[src/rtl/ocp_guard_pkg.sv]
package ocp_guard_pkg;

   // events produced by the limit timer in the current cycle
   typedef struct packed {
      logic quarter_hit;  // tick that completes (or passes) the boost window
      logic trip_hit;     // tick that completes the trip time
   } tmr_evt_t;

   function automatic int unsigned cnt_width(input int unsigned max_val);
      return (max_val < 2) ? 1 : $clog2(max_val + 1);
   endfunction

endpackage

[src/rtl/ocp_limit_timer.sv]
module ocp_limit_timer
   import ocp_guard_pkg::*;
#(
   parameter int unsigned TRIP_TICKS = 45000,
   parameter int unsigned QTR_TICKS  = TRIP_TICKS / 4
) (
   input  logic     clk,
   input  logic     rst_n,
   input  logic     run,
   input  logic     tick,
   output tmr_evt_t evt
);
   localparam int unsigned CW = cnt_width(TRIP_TICKS);
   localparam logic [CW-1:0] TRIP_CNT  = CW'(TRIP_TICKS);
   localparam logic [CW-1:0] TRIP_LAST = CW'(TRIP_TICKS - 1);
   localparam logic [CW-1:0] QTR_LAST  = CW'(QTR_TICKS - 1);

   logic [CW-1:0] cnt_q;
   logic          step;

   assign step = run & tick;

   always_ff @(posedge clk or negedge rst_n) begin
      if (!rst_n) begin
         cnt_q <= '0;
      end else if (!run) begin
         cnt_q <= '0;
      end else if (tick && (cnt_q != TRIP_CNT)) begin
         cnt_q <= cnt_q + 1'b1;
      end
   end

   always_comb begin
      evt             = '0;
      evt.trip_hit    = step & (cnt_q == TRIP_LAST);
      evt.quarter_hit = step & (cnt_q >= QTR_LAST);
   end

endmodule

[src/rtl/ocp_boost_window.sv]
module ocp_boost_window #(
   parameter bit BOOST_EN = 1'b1
) (
   input  logic clk,
   input  logic rst_n,
   input  logic run,
   input  logic arm,
   input  logic quarter_hit,
   output logic raise,
   output logic clr_pulse
);
   generate
      if (BOOST_EN) begin : g_boost
         logic run_q;
         logic win_q;
         logic clr_q;
         logic start;
         logic close;

         assign start = run & ~run_q;
         assign close = win_q & (~run | quarter_hit);

         always_ff @(posedge clk or negedge rst_n) begin
            if (!rst_n) begin
               run_q <= 1'b0;
               win_q <= 1'b0;
               clr_q <= 1'b0;
            end else begin
               run_q <= run;
               clr_q <= close;
               if (start && arm) begin
                  win_q <= 1'b1;
               end else if (close) begin
                  win_q <= 1'b0;
               end
            end
         end

         assign raise     = win_q;
         assign clr_pulse = clr_q;
      end else begin : g_plain
         logic unused_in;
         assign unused_in = ^{clk, rst_n, run, arm, quarter_hit};
         assign raise     = 1'b0;
         assign clr_pulse = 1'b0;
      end
   endgenerate

endmodule

[src/rtl/ocp_trip_latch.sv]
module ocp_trip_latch (
   input  logic clk,
   input  logic rst_n,
   input  logic trip_hit,
   input  logic fault_clr,
   input  logic en_req,
   output logic fault,
   output logic trip_pulse,
   output logic out_off
);
   logic fault_q;
   logic pulse_q;

   always_ff @(posedge clk or negedge rst_n) begin
      if (!rst_n) begin
         fault_q <= 1'b0;
         pulse_q <= 1'b0;
      end else begin
         pulse_q <= trip_hit;
         if (trip_hit) begin
            fault_q <= 1'b1;
         end else if (fault_clr) begin
            fault_q <= 1'b0;
         end
      end
   end

   assign fault      = fault_q;
   assign trip_pulse = pulse_q;
   assign out_off    = fault_q | ~en_req;

endmodule

[src/rtl/ocp_guard.sv]
module ocp_guard
   import ocp_guard_pkg::*;
#(
   parameter int unsigned TRIP_TICKS = 45000,
   parameter int unsigned QTR_TICKS  = TRIP_TICKS / 4,
   parameter bit          BOOST_EN   = 1'b1
) (
   input  logic clk,
   input  logic rst_n,
   input  logic tick,
   input  logic at_limit,
   input  logic en_req,
   input  logic boost_arm,
   input  logic fault_clr,
   output logic lim_raise,
   output logic trip_pulse,
   output logic fault,
   output logic out_off,
   output logic boost_clr
);
   generate
      if (TRIP_TICKS < 2) begin : g_bad_trip
         $error("ocp_guard: TRIP_TICKS must be at least 2");
      end
      if ((QTR_TICKS < 1) || (QTR_TICKS >= TRIP_TICKS)) begin : g_bad_qtr
         $error("ocp_guard: QTR_TICKS must lie in 1 .. TRIP_TICKS-1");
      end
   endgenerate

   tmr_evt_t evt;
   logic     run;

   assign run = at_limit & en_req & ~fault;

   ocp_limit_timer #(
      .TRIP_TICKS (TRIP_TICKS),
      .QTR_TICKS  (QTR_TICKS)
   ) u_timer (
      .clk   (clk),
      .rst_n (rst_n),
      .run   (run),
      .tick  (tick),
      .evt   (evt)
   );

   ocp_boost_window #(
      .BOOST_EN (BOOST_EN)
   ) u_boost (
      .clk         (clk),
      .rst_n       (rst_n),
      .run         (run),
      .arm         (boost_arm),
      .quarter_hit (evt.quarter_hit),
      .raise       (lim_raise),
      .clr_pulse   (boost_clr)
   );

   ocp_trip_latch u_latch (
      .clk        (clk),
      .rst_n      (rst_n),
      .trip_hit   (evt.trip_hit),
      .fault_clr  (fault_clr),
      .en_req     (en_req),
      .fault      (fault),
      .trip_pulse (trip_pulse),
      .out_off    (out_off)
   );

endmodule

[config.mk]
export PLATFORM = sky130hd
export DESIGN_NAME = ocp_guard
export DESIGN_NICKNAME = d
export VERILOG_FILES = /design/src/rtl/ocp_guard_pkg.sv /design/src/rtl/ocp_limit_timer.sv /design/src/rtl/ocp_boost_window.sv /design/src/rtl/ocp_trip_latch.sv /design/src/rtl/ocp_guard.sv
export SDC_FILE = /design/constraint.sdc
export NUM_CORES = 1
export LEC_CHECK = 0
export BUFFER_PORTS_ARGS = -buffer_cell sky130_fd_sc_hd__buf_2
export CAP_MARGIN = 40
export CORE_MARGIN = 1
export CORE_UTILIZATION = 35
export CTS_CLUSTER_DIAMETER = 120
export DETAILED_ROUTE_END_ITERATION = 10
export SYNTH_ARGS = -nofsm -noshare
export SYNTH_HDL_FRONTEND = slang
export SYNTH_SLANG_ARGS = --single-unit
[constraint.sdc]
create_clock -name clk -period 4.4 [get_ports clk]
set_input_delay 0.44 -clock clk [delete_from_list [all_inputs] [get_ports clk]]
set_output_delay 0.44 -clock clk [all_outputs]
set_load 0.01 [all_outputs]
* Word level (Yosys, flattened, before mapping) *
Cells that the tools add are included.

storage, ports and cells
  register bits after elaboration = 21
  latch bits = 0
  bits in writable memories = 0
  bits in read-only memories = 0
  input port bits = 7
  output and inout port bits = 5
  logic and storage cells = 34
  memories kept = 0

operators by class
  add/subtract/negate cells = 1
  multiply operators = 0
  div/mod/pow operators = 0
  order comparisons = 1
  equal/unequal tests = 3
  shift operators = 0
  muxes and demuxes = 6
  bitwise gates (word level) = 13
  reduce and logical (&&, ||, !) cells = 4

operator list
  cell                   count
  $mux 16                2
  $add 16x1->16 const B  1
  $eq 16x16->1 const B   1
  $ge 16x14->1 const B   1
  $ne 16x16->1 const B   1
  $and 1x1->1            7
  $mux 1                 4
  $not 1->1              4
  $reduce_bool 2->1      2
  $logic_and 1x1->1      2
  $ne 2x2->1 const B     1
  $or 1x1->1             2

* Logic depth before layout (Yosys ltp) *
Gate-level depths: netlist of run 1.

  depth in word-level cells = 8
  depth in mapped cells = 6
  mapped depth without buffers = 6

* By module *
From an unflattened synthesis of run 1, not the netlist that was laid out.

unflattened totals
  cells, all modules = 119
  area, all modules = 1139.8 µm²

by module, submodules not included
  module            times used  cells an instance  area each (µm²)  seq. area each (µm²)
  ocp_limit_timer   1           105                953.4            400.4
  ocp_boost_window  1           8                  110.1            75.1
  ocp_trip_latch    1           5                  67.6             50.0
  ocp_guard         1           1                  8.8              0.0

* Worst setup path before layout of run 1 *
Ideal clock, no wire load.

  kind = register to register
  from = register u_timer.cnt_q[0]
  to = register u_timer.cnt_q[14]
  library setup time = 0.077 ns
  data arrival time = 1.621 ns
  required time = 4.323 ns
  slack = 2.702 ns
  stages on the path, launching flop included = 6
  path buffers = 0
  clock period less this slack = 1.698 ns
  cell sequence = dfrtp_1 > ha_1 > nand3_1 > or3_1 > or3_1 > a21oi_1

between the ends
  word-level cells in the longest chain between the ends = 3
  elaborated cells on any way between the ends = 6
  those cells by class = add/sub (1); eq/ne (2); mux (2); reduce/logical (1)

ends and longest elaborated chain
  what                                           RTL line                                      RTL
  start, declared                                ocp_limit_timer.sv:18                         logic [CW-1:0] cnt_q;
  start signal, assigned                         ocp_limit_timer.sv:29                         cnt_q <= cnt_q + 1'b1;
  $add 16x1->16 or $ne 16x16->1 (tied branches)  ocp_limit_timer.sv:29, ocp_limit_timer.sv:28
  $mux 16 or $logic_and 1x1->1 (tied branches)   ocp_limit_timer.sv:28                         end else if (tick && (cnt_q != TRIP_CNT)) begin
  $mux 16 or $ne 2x2->1 (tied branches)          -

Parallel ways exist; a longest one is shown, timed or not. The select of a mux whose other input is x is not followed.
A chain may end at the register's enable or synchronous reset.

* Worst setup path after layout of run 1 *
Same ends and word-level chain as after synthesis.

==> summary.txt, run 1 <==
Routing
  • Initial DRT Pass Iterations: 4
  • Initial DRC Count: 32
  • ANT nets after route: 0
  • Drt drc: 0
  • Total Routed Length: 2250 µm
  • Vias: 914
  • Wire per inst: 12.9 µm
  • Vias per Instance: 5.25

STA
  • Relative slew margins: 0.683
  • RSZ-0062 raised after global routing: no
  • Fmax: 0.537 GHz
  • Hold Vio Cnt, Final: 0
  • Final period util: 0.423
  • Clk_skew: 2.47 ps
  • Setup_tns: 0 ps
  • Setup violations, final: 0
  • Minimum clock period: 1860 ps
  • Worst Tran Pin Value: 469 ps
  • Max-slew violation count: 0

Status
  • Status: finished clean

Yosys
  • Area share of the leading cell type in the synthesized netlist: 0.461
  • Adder-cell share of the synthesized area: 0.0439
  • Largest family of logic cells by synthesized area: simple AND/OR/NAND/NOR gates
  • Distinct cells, synth: 37
  • Avg Inst Size Synth: 9.74 µm²
  • Synthesized area: 1140 µm²
  • Net Count, Synth: 128
  • Cell taking the most area after synthesis: dfrtp_1
  • Synth Area in Compound Gates: 0.101
  • Post-Synth Simple-Gate Area: 0.269
  • Yosys reg bits: 21
  • Post-synthesis mux area share: 0
  • Top cells by area, synth: dfrtp_1 46%, xnor2_1 6.1%, ha_1 4.4%, nor2_1 3.6%, nor4_1 3.3%
  • YS warnings: 0
  • Xor and xnor area share after synthesis: 0.0768
  • Seq/Total Area, Yosys: 0.461
  • Post-Synthesis Cells: 117

GRT
  • Total grt overflow: 0
  • Initial antenna violation count: 0
  • Total Routing Usage GR: 0.151
  • Vias in the first global route: 899
  • First-pass GRT wire length: 4000 µm
  • Largest net degree at the start of global routing: 22

Clock network
  • Setup Buffers After CTS: 0
  • TritonCTS clock tree: built
  • CTS resizes: 0
  • Hold buffer count at cts: 0
  • Clk sinks: 21
  • Clock-pin slew on the worst setup and hold paths: 120 ps
  • Root Driver: clkbuf_4
  • CTS H-Tree Depth: 1
  • Cts bufs inserted: 3
  • Max clock buf depth: 2
  • Worst skew pair latency: 310 ps

Die
  • Die ar.: 3490 µm²
  • Top Ports: 12
  • Die Ht: 59.1 µm
  • Die width: 59.1 µm
  • Core area: 3080 µm²
  • Rows: 20
  • Starting Density: 0.370

Cells and area
  • Util after Layout: 0.409
  • Commonest non-fill, non-tap cell in the layout: dfrtp_1
  • Share of layout cells above drive strength 1: 0.169
  • Final nets: 142
  • ANT cells: 0
  • Design Area, Final: 1260 µm²
  • Most frequent cells in the layout: 21 x dfrtp_1, 11 x nor2_1, 11 x buf_2
  • Synth-to-layout area growth: 10.4%

Placed design
  • IO Port Bufs: 11
  • Final HPWL DP: 1630 µm
  • Dpl cell area: 1230 µm²
  • Placer congestion estimate: 0.832

Setup path
  • CP max FO: 5
  • Critical path's slowest cell: or3_1
  • Ordered cell list for the critical path: ha_1, nand3_1, or3_1, or3_1, a21oi_1
  • Crit path capture type: flop
  • CP peak stage delay: 460 ps
  • CP required: 4640 ps
  • Critical path class: flop to flop
  • Reg2Reg Setup Slack: 2540 ps
  • Critical Path AT: 2100 ps
  • CP Launch Type: flop
  • Critical Path Most Common Cell: or3_1

Pwr
  • NetSw: 75.3 µW
  • Reg power frac: 0.629
  • Switching share of power: 0.241
  • Internal power: 237 µW
  • Clock power frac: 0.307
  • Worst VDD drop: 0.106 mV
  • PwrDens: 248 nW/µm²
  • Combinational Power Share: 0.065
  • Leakage: 0.537 nW

Hold path
  • Hold crit path type: input pin to async pin

Run
  • Max Cap Violations: 0
## state kept, by name, indices dropped and copies added (netlist names)
name / flops
u_timer.cnt_q: 16
u_boost.clr_pulse: 1
u_boost.g_boost.run_q: 1
u_boost.raise: 1
u_latch.fault: 1
u_latch.trip_pulse: 1
## area by class of cell
class | count | area, µm²
fillers | 302 | 1820
multi-input cells | 84 | 559
clock buffers | 4 | 26.3
inverters | 10 | 37.5
flip-flops and latches | 21 | 526
repair buffers | 11 | 55.1
well taps | 44 | 55.1
## path summary, 6_finish.rpt
path	start	end	cells past startpoint
max	u_timer.cnt_q[0]	u_timer.cnt_q[14]	5
max reg2reg	u_timer.cnt_q[0]	u_timer.cnt_q[14]	5
min reg2reg	u_latch.fault	u_latch.fault	1
min	rst_n	u_timer.cnt_q[12]	1
min in group clk	fault_clr	u_latch.fault	3
max in group asynchronous	rst_n	u_latch.fault	1
## through the flow
stage               total power [mW]  cells  hold WS [ps]  worst slack, ps
global route                   0.327    174          87.1             2450
CTS                            0.315    174          85.2             2530
floorplan                      0.211    117           144             2700
finish                         0.312    174          65.7             2540
global placement               0.220    170           420             2620
detailed placement             0.221    170           427             2560
## power groups by stage
stage | clock, mW | combinational, mW | sequential, mW
after global placement | 0 | 0.0203 | 0.200
after detailed placement | 0 | 0.0206 | 0.200
after global routing | 0.107 | 0.0231 | 0.197
after CTS | 0.0977 | 0.0207 | 0.196
final | 0.0957 | 0.0202 | 0.196
after floorplan | 0 | 0.0104 | 0.201
## cell families after synthesis
group           after synthesis
simple gates                 52
buf+inv                      12
fa+ha+maj                     4
xor+xnor                     10
compound gates               18
flops                        21
## synth_stat cells (all sizes together)
| cell type | number |
|---|---|
| a211oi | 1 |
| a21o | 2 |
| a21oi | 4 |
| a31oi | 1 |
| a41o | 2 |
| and3b | 1 |
| and4 | 1 |
| and4b | 1 |
| clkbuf | 2 |
| clkinv | 1 |
| dfrtp | 21 |
| ha | 4 |
| inv | 9 |
| nand2 | 8 |
| nand2b | 2 |
| nand3 | 7 |
| nand3b | 1 |
| nand4 | 3 |
| nand4b | 1 |
| nor2 | 11 |
| nor3 | 2 |
| nor4 | 6 |
| nor4b | 1 |
| o21ai | 6 |
| o31ai | 1 |
| o41ai | 1 |
| or2 | 1 |
| or3 | 4 |
| or4 | 2 |
| xnor2 | 8 |
| xor2 | 2 |
## metal layers
layer / track usage / wire length [µm] / vias up
met5: 0 / 0 / -
met4: 0.0646 / 34 / 0
met3: 0.0284 / 115 / 4
met2: 0.244 / 1060 / 31
met1: 0.197 / 1040 / 435
li1: - / - / 444
## critical path, delay by kind of cell, from the launching register on
family                     cells  cell delay, ps
DFF                            1             430
and+or+nand+nor                3             990
adders and majority gates      1             240
AOI/OAI and AO/OA              1             140
Note: power is estimated with default switching activity, not from simulation.
==> run 2, diff against run 1 <==
==> constraint.sdc (replaced) <==
create_clock -name clk -period 1.5 [get_ports clk]
set_input_delay 0.15 -clock clk [delete_from_list [all_inputs] [get_ports clk]]
set_output_delay 0.15 -clock clk [all_outputs]
set_load 0.01 [all_outputs]
==> run 2 against run 1 <==
Net effect:
- wire length up 23%
- highest routed layer unchanged
- clock power rose to 3.2 times the previous value
- utilization up 13 points
- the run now ends with setup timing left
- worst setup slack worse by 2600 ps
- sequential cell count unchanged
- via count rose by 13%
- largest cell class unchanged
- count of clock-buffer cells in the layout is 1 lower
- total power rose to 3.1 times the previous value
- global-route usage grew 2.2 points
- critical path depth stayed put
- register-to-register slack lost 2600 ps
==> summary.txt, run 2 (synthesized netlist as in run 1, its figures left out) <==
Status
  • Status: finished with violations
  • Failing checks: setup timing

Setup path
  • Ordered cell list for the critical path: buf_4, nand4_4, or3_4, or4_4, a21oi_2
  • CP required: 1770 ps
  • Critical Path AT: 1870 ps
  • Critical path class: flop to flop
  • CP Launch Type: flop
  • Critical path's slowest cell: or4_4
  • Top delay family on crit path: simple AND/OR/NAND/NOR gates
  • Buffers and inverters on the worst path: 1
  • CP max FO: 3
  • CP peak stage delay: 420 ps
  • Crit path capture type: flop

Clock network
  • CTS H-Tree Depth: 1
  • TritonCTS clock tree: built
  • Max clock buf depth: 2
  • Clock-pin slew on the worst setup and hold paths: 130 ps
  • Root Driver: clkbuf_4
  • Clk sinks: 21
  • Cts bufs inserted: 3
  • Worst skew pair latency: 320 ps

Die
  • Starting Density: 0.370
  • Die width: 59.1 µm
  • Die Ht: 59.1 µm
  • Core area: 3080 µm²
  • Top Ports: 12
  • Die ar.: 3490 µm²
  • Rows: 20

GRT
  • Total Routing Usage GR: 0.173
  • Vias in the first global route: 1,030
  • Total grt overflow: 0
  • Initial antenna violation count: 0
  • Largest net degree at the start of global routing: 22
  • First-pass GRT wire length: 4490 µm

Routing
  • ANT nets after route: 0
  • Initial DRC Count: 15
  • Initial DRT Pass Iterations: 4
  • Wire per inst: 13.4 µm
  • Vias: 1,031
  • Drt drc: 0
  • Vias per Instance: 4.98
  • Total Routed Length: 2780 µm

Pwr
  • Combinational Power Share: 0.085
  • NetSw: 252 µW
  • Clock power frac: 0.315
  • PwrDens: 581 nW/µm²
  • Switching share of power: 0.263
  • Tot Pwr: 959 µW
  • Reg power frac: 0.600
  • Worst VDD drop: 0.239 mV
  • Internal power: 707 µW
  • Leakage: 0.725 nW

STA
  • Final worst slack: -100 ps
  • Setup_tns: -135 ps
  • Setup violations, final: 3
  • Fmax: 0.625 GHz
  • Clk_skew: 1.42 ps
  • Final period util: 1.07
  • Worst Tran Pin Value: 477 ps
  • Max-slew violation count: 0
  • RSZ-0062 raised after global routing: yes
  • Final hold slack: 83.9 ps
  • Relative slew margins: 0.682
  • Minimum clock period: 1600 ps
  • Hold Vio Cnt, Final: 0

Placed design
  • IO Port Bufs: 11
  • Final HPWL DP: 1900 µm
  • # placed instances: 194
  • Placer congestion estimate: 0.791

Cells and area
  • Synth-to-layout area growth: 44.9%
  • Commonest non-fill, non-tap cell in the layout: buf_4
  • ANT cells: 0
  • Share of layout cells above drive strength 1: 0.460
  • Most frequent cells in the layout: 30 x buf_4, 18 x dfrtp_1, 11 x nor2_1, 11 x buf_2, 8 x xnor2_1
  • Util after Layout: 0.537
  • Final nets: 175
  • Register with the highest flop count: u_timer.cnt_q
  • Post-route non-filler standard cell count: 207
  • Max reg flops: 16

Run
  • Max Cap Violations: 0

Hold path
  • Hold crit path type: input pin to flop
run 2: path summary, 6_finish.rpt:
kind | slack [ps] | from | to | depth (start not counted)
max | -100 | u_timer.cnt_q[0] | u_timer.cnt_q[15] | 5
min | 80 | fault_clr | u_latch.fault | 3
max reg2reg | -100 | u_timer.cnt_q[0] | u_timer.cnt_q[15] | 5
min reg2reg | 530 | u_latch.fault | u_latch.fault | 1
max in group asynchronous | 860 | rst_n | u_timer.cnt_q[4] | 2
min in group asynchronous | 300 | rst_n | u_timer.cnt_q[8] | 2
run 2: area by class of cell:
| cell class | instances | area [µm²] |
|---|---|---|
| clock buffers | 3 | 22.5 |
| clock inverters | 1 | 7.51 |
| fillers | 282 | 1430 |
| inverters | 10 | 40.0 |
| multi-input cells | 84 | 684 |
| flip-flops and latches | 21 | 529 |
| well taps | 44 | 55.1 |
| repair buffers | 44 | 313 |
run 2: per-layer routing:
metal	share of wire	up-vias	track usage	wire length (µm)
li1	-	506	-	-
met1	0.46	502	0.215	1270
met2	0.49	15	0.291	1370
met3	0.019	8	0.0284	54
met4	0.027	0	0.0850	76
met5	0	-	0	0
run 2: tightest hold or removal path, cell delays in order:
cell    delay, ps
buf_2         100
inv_1          40
a21o_1         90
run 2: power by group through the flow:
stage	Combinational, mW	Sequential (mW)	Clock [mW]
2_1_floorplan	0.0325	0.588	0
6_report	0.0812	0.575	0.302
4_1_cts	0.0789	0.576	0.314
5_1_grt	0.0906	0.576	0.333
3_5_place_dp	0.0682	0.587	0
3_3_place_gp	0.0673	0.587	0
run 2: repair_timing:
action	CTS	global route
hold buffers	1	0
endpoints found under the hold margin	21	0
setup endpoints to repair	10	15
gates resized for setup	4	21
pin swaps	5	11
setup buffers	5	3
run 2: metrics by stage:
| stage | worst slack (ps) | instance area, µm² |
|---|---|---|
| 2_1_floorplan | -74.7 | 1160 |
| 3_3_place_gp | -42.5 | 1440 |
| 3_5_place_dp | -99.3 | 1440 |
| 4_1_cts | -79.7 | 1540 |
| 5_1_grt | -142 | 1650 |
| 6_report | -100 | 1650 |
==> run 3, diff against run 2 <==
--- a/config.mk
+++ b/config.mk
@@ -8,9 +8,11 @@
 export BUFFER_PORTS_ARGS = -buffer_cell sky130_fd_sc_hd__buf_2
 export CAP_MARGIN = 40
 export CORE_MARGIN = 1
-export CORE_UTILIZATION = 35
+export CORE_UTILIZATION = 40
 export CTS_CLUSTER_DIAMETER = 120
 export DETAILED_ROUTE_END_ITERATION = 10
+export GPL_ROUTABILITY_DRIVEN = 0
+export PLACE_DENSITY = 0.58
 export SYNTH_ARGS = -nofsm -noshare
 export SYNTH_HDL_FRONTEND = slang
 export SYNTH_SLANG_ARGS = --single-unit
==> run 3 against run 2 <==
Net effect:
- the run still ends with setup timing left
- sequential share of layout area rose by 0.12 points
- non-clock buffer count fell by 1
- cell area fell by 0.83%
- final cell count is 7.2% lower
- first-iteration DRC count grew 87%
- hold slack better by 18 ps
- sequential power hardly changed
- clock skew grew 2.7 ps
- sequential cell count is the same
- via count is 1.9% higher
- register-to-register slack got worse by 50 ps
- critical path depth unchanged
==> summary.txt, run 3 (synthesized netlist as in run 1, its figures left out) <==
Status
  • Status: finished with violations
  • Failing checks: setup timing

Cells and area
  • Most frequent cells in the layout: 29 x buf_4, 20 x dfrtp_1, 11 x nor2_1, 11 x buf_2, 9 x inv_1
  • Register with the highest flop count: u_timer.cnt_q
  • Max reg flops: 16
  • Fillers: 198
  • Synth-to-layout area growth: 43.7%
  • Share of layout cells above drive strength 1: 0.457
  • ANT cells: 0
  • Post-route non-filler standard cell count: 192
  • Util after Layout: 0.632
  • Final nets: 174
  • Commonest non-fill, non-tap cell in the layout: buf_4

Routing
  • Vias: 1,051
  • Initial DRT Pass Iterations: 4
  • Initial DRC Count: 28
  • Drt drc: 0
  • Wire per inst: 15.1 µm
  • ANT nets after route: 0
  • Total Routed Length: 2890 µm
  • Vias per Instance: 5.47

Pwr
  • Worst VDD drop: 0.398 mV
  • Internal power: 702 µW
  • Tot Pwr: 932 µW
  • Switching share of power: 0.247
  • Reg power frac: 0.619
  • Clock power frac: 0.299
  • Leakage: 0.777 nW
  • NetSw: 230 µW
  • Combinational Power Share: 0.082
  • PwrDens: 569 nW/µm²

Die
  • Die ar.: 3070 µm²
  • Top Ports: 12
  • Starting Density: 0.440
  • Core area: 2590 µm²
  • Rows: 18
  • Die Ht: 55.4 µm
  • Die width: 55.4 µm

Placed design
  • Place WS: -78.0 ps
  • Final HPWL DP: 1950 µm
  • # placed instances: 182
  • IO Port Bufs: 11

STA
  • RSZ-0062 raised after global routing: yes
  • Max-slew violation count: 0
  • Hold Vio Cnt, Final: 0
  • Relative slew margins: 0.678
  • Worst Tran Pin Value: 482 ps
  • Clk_skew: 4.15 ps
  • Minimum clock period: 1650 ps
  • Setup violations, final: 5
  • Final worst slack: -148 ps
  • Final period util: 1.10
  • Fmax: 0.607 GHz

Clock network
  • Clock-pin slew on the worst setup and hold paths: 130 ps
  • Worst skew pair latency: 300 ps
  • CTS H-Tree Depth: 1
  • Root Driver: clkbuf_4
  • Cts bufs inserted: 3
  • Clk sinks: 21
  • TritonCTS clock tree: built
  • Max clock buf depth: 2

Setup path
  • CP Launch Type: flop
  • Critical path's slowest cell: dfrtp_1
  • CP max FO: 4
  • CP required: 1730 ps
  • Critical path class: flop to flop
  • Critical Path Most Common Cell: or3_4
  • Critical Path AT: 1880 ps
  • Crit path capture type: flop
  • CP peak stage delay: 440 ps
  • Ordered cell list for the critical path: ha_2, nand3_2, or3_4, or3_4, a21oi_2

GRT
  • Initial antenna violation count: 0
  • Largest net degree at the start of global routing: 22
  • Total Routing Usage GR: 0.191
  • Total grt overflow: 0
  • First-pass GRT wire length: 4690 µm
  • Vias in the first global route: 1,013

Hold path
  • Hold crit path type: input pin to flop

Run
  • Max Cap Violations: 0
run 3: worst paths after layout:
| kind | start | endpoint | slack [ps] | cells past startpoint |
|---|---|---|---|---|
| min in group asynchronous | rst_n | u_timer.cnt_q[13] | 320 | 2 |
| max | u_timer.cnt_q[0] | u_timer.cnt_q[14] | -150 | 5 |
| min reg2reg | u_latch.fault | u_latch.fault | 520 | 1 |
| max in group asynchronous | rst_n | u_timer.cnt_q[4] | 820 | 2 |
| max reg2reg | u_timer.cnt_q[0] | u_timer.cnt_q[14] | -150 | 5 |
| min | fault_clr | u_latch.fault | 100 | 3 |
run 3: routing by layer:
layer / GRT usage / vias up / routed length (µm)
met2: 0.299 / 36 / 1410
met5: 0 / - / 0
met3: 0.0328 / 8 / 122
li1: - / 506 / -
met1: 0.259 / 501 / 1300
met4: 0.0821 / 0 / 51
run 3: timing repair:
item,in CTS,in global routing
hold buffers,1,0
setup buffers,3,2
endpoints found under the hold margin,21,0
endpoints found under the setup margin,10,14
resized for setup,8,14
pin swaps,4,5
run 3: through the flow:
step | hold slack, ps | setup TNS, ps | cell area, µm²
floorplan | -146 | -195 | 1160
finish | 102 | -333 | 1640
global route | 107 | -879 | 1640
detailed placement | 138 | -195 | 1430
CTS | 98.2 | -167 | 1550
global placement | 131 | -66.6 | 1430
run 3: worst max-delay path, delay by kind of cell, from the launching register on:
family / cells / cell delay [ps]
flip-flops: 1 / 440
AO/OA/AOI/OAI: 1 / 170
AND/OR/NAND/NOR: 3 / 760
adder cells (fa/ha/maj): 1 / 220
run 3: power by group through the flow:
stage,registers [mW],logic [mW],clock network [mW]
floorplan,0.588,0.0325,0
global placement,0.587,0.0691,0
detailed placement,0.587,0.0698,0
CTS,0.577,0.0724,0.292
global route,0.578,0.0851,0.316
finish,0.577,0.0765,0.279
run 3: layout make-up:
type	instances	area, µm²	share of cell area
Clock buffer	3	22.5	0.0138
Clock inverter	1	5.00	0.00306
Inverter	10	37.5	0.0229
Multi-Input combinational cell	84	703	0.429
Sequential cell	21	527	0.322
Tap cell	30	37.5	0.0229
Timing Repair Buffer	43	305	0.186
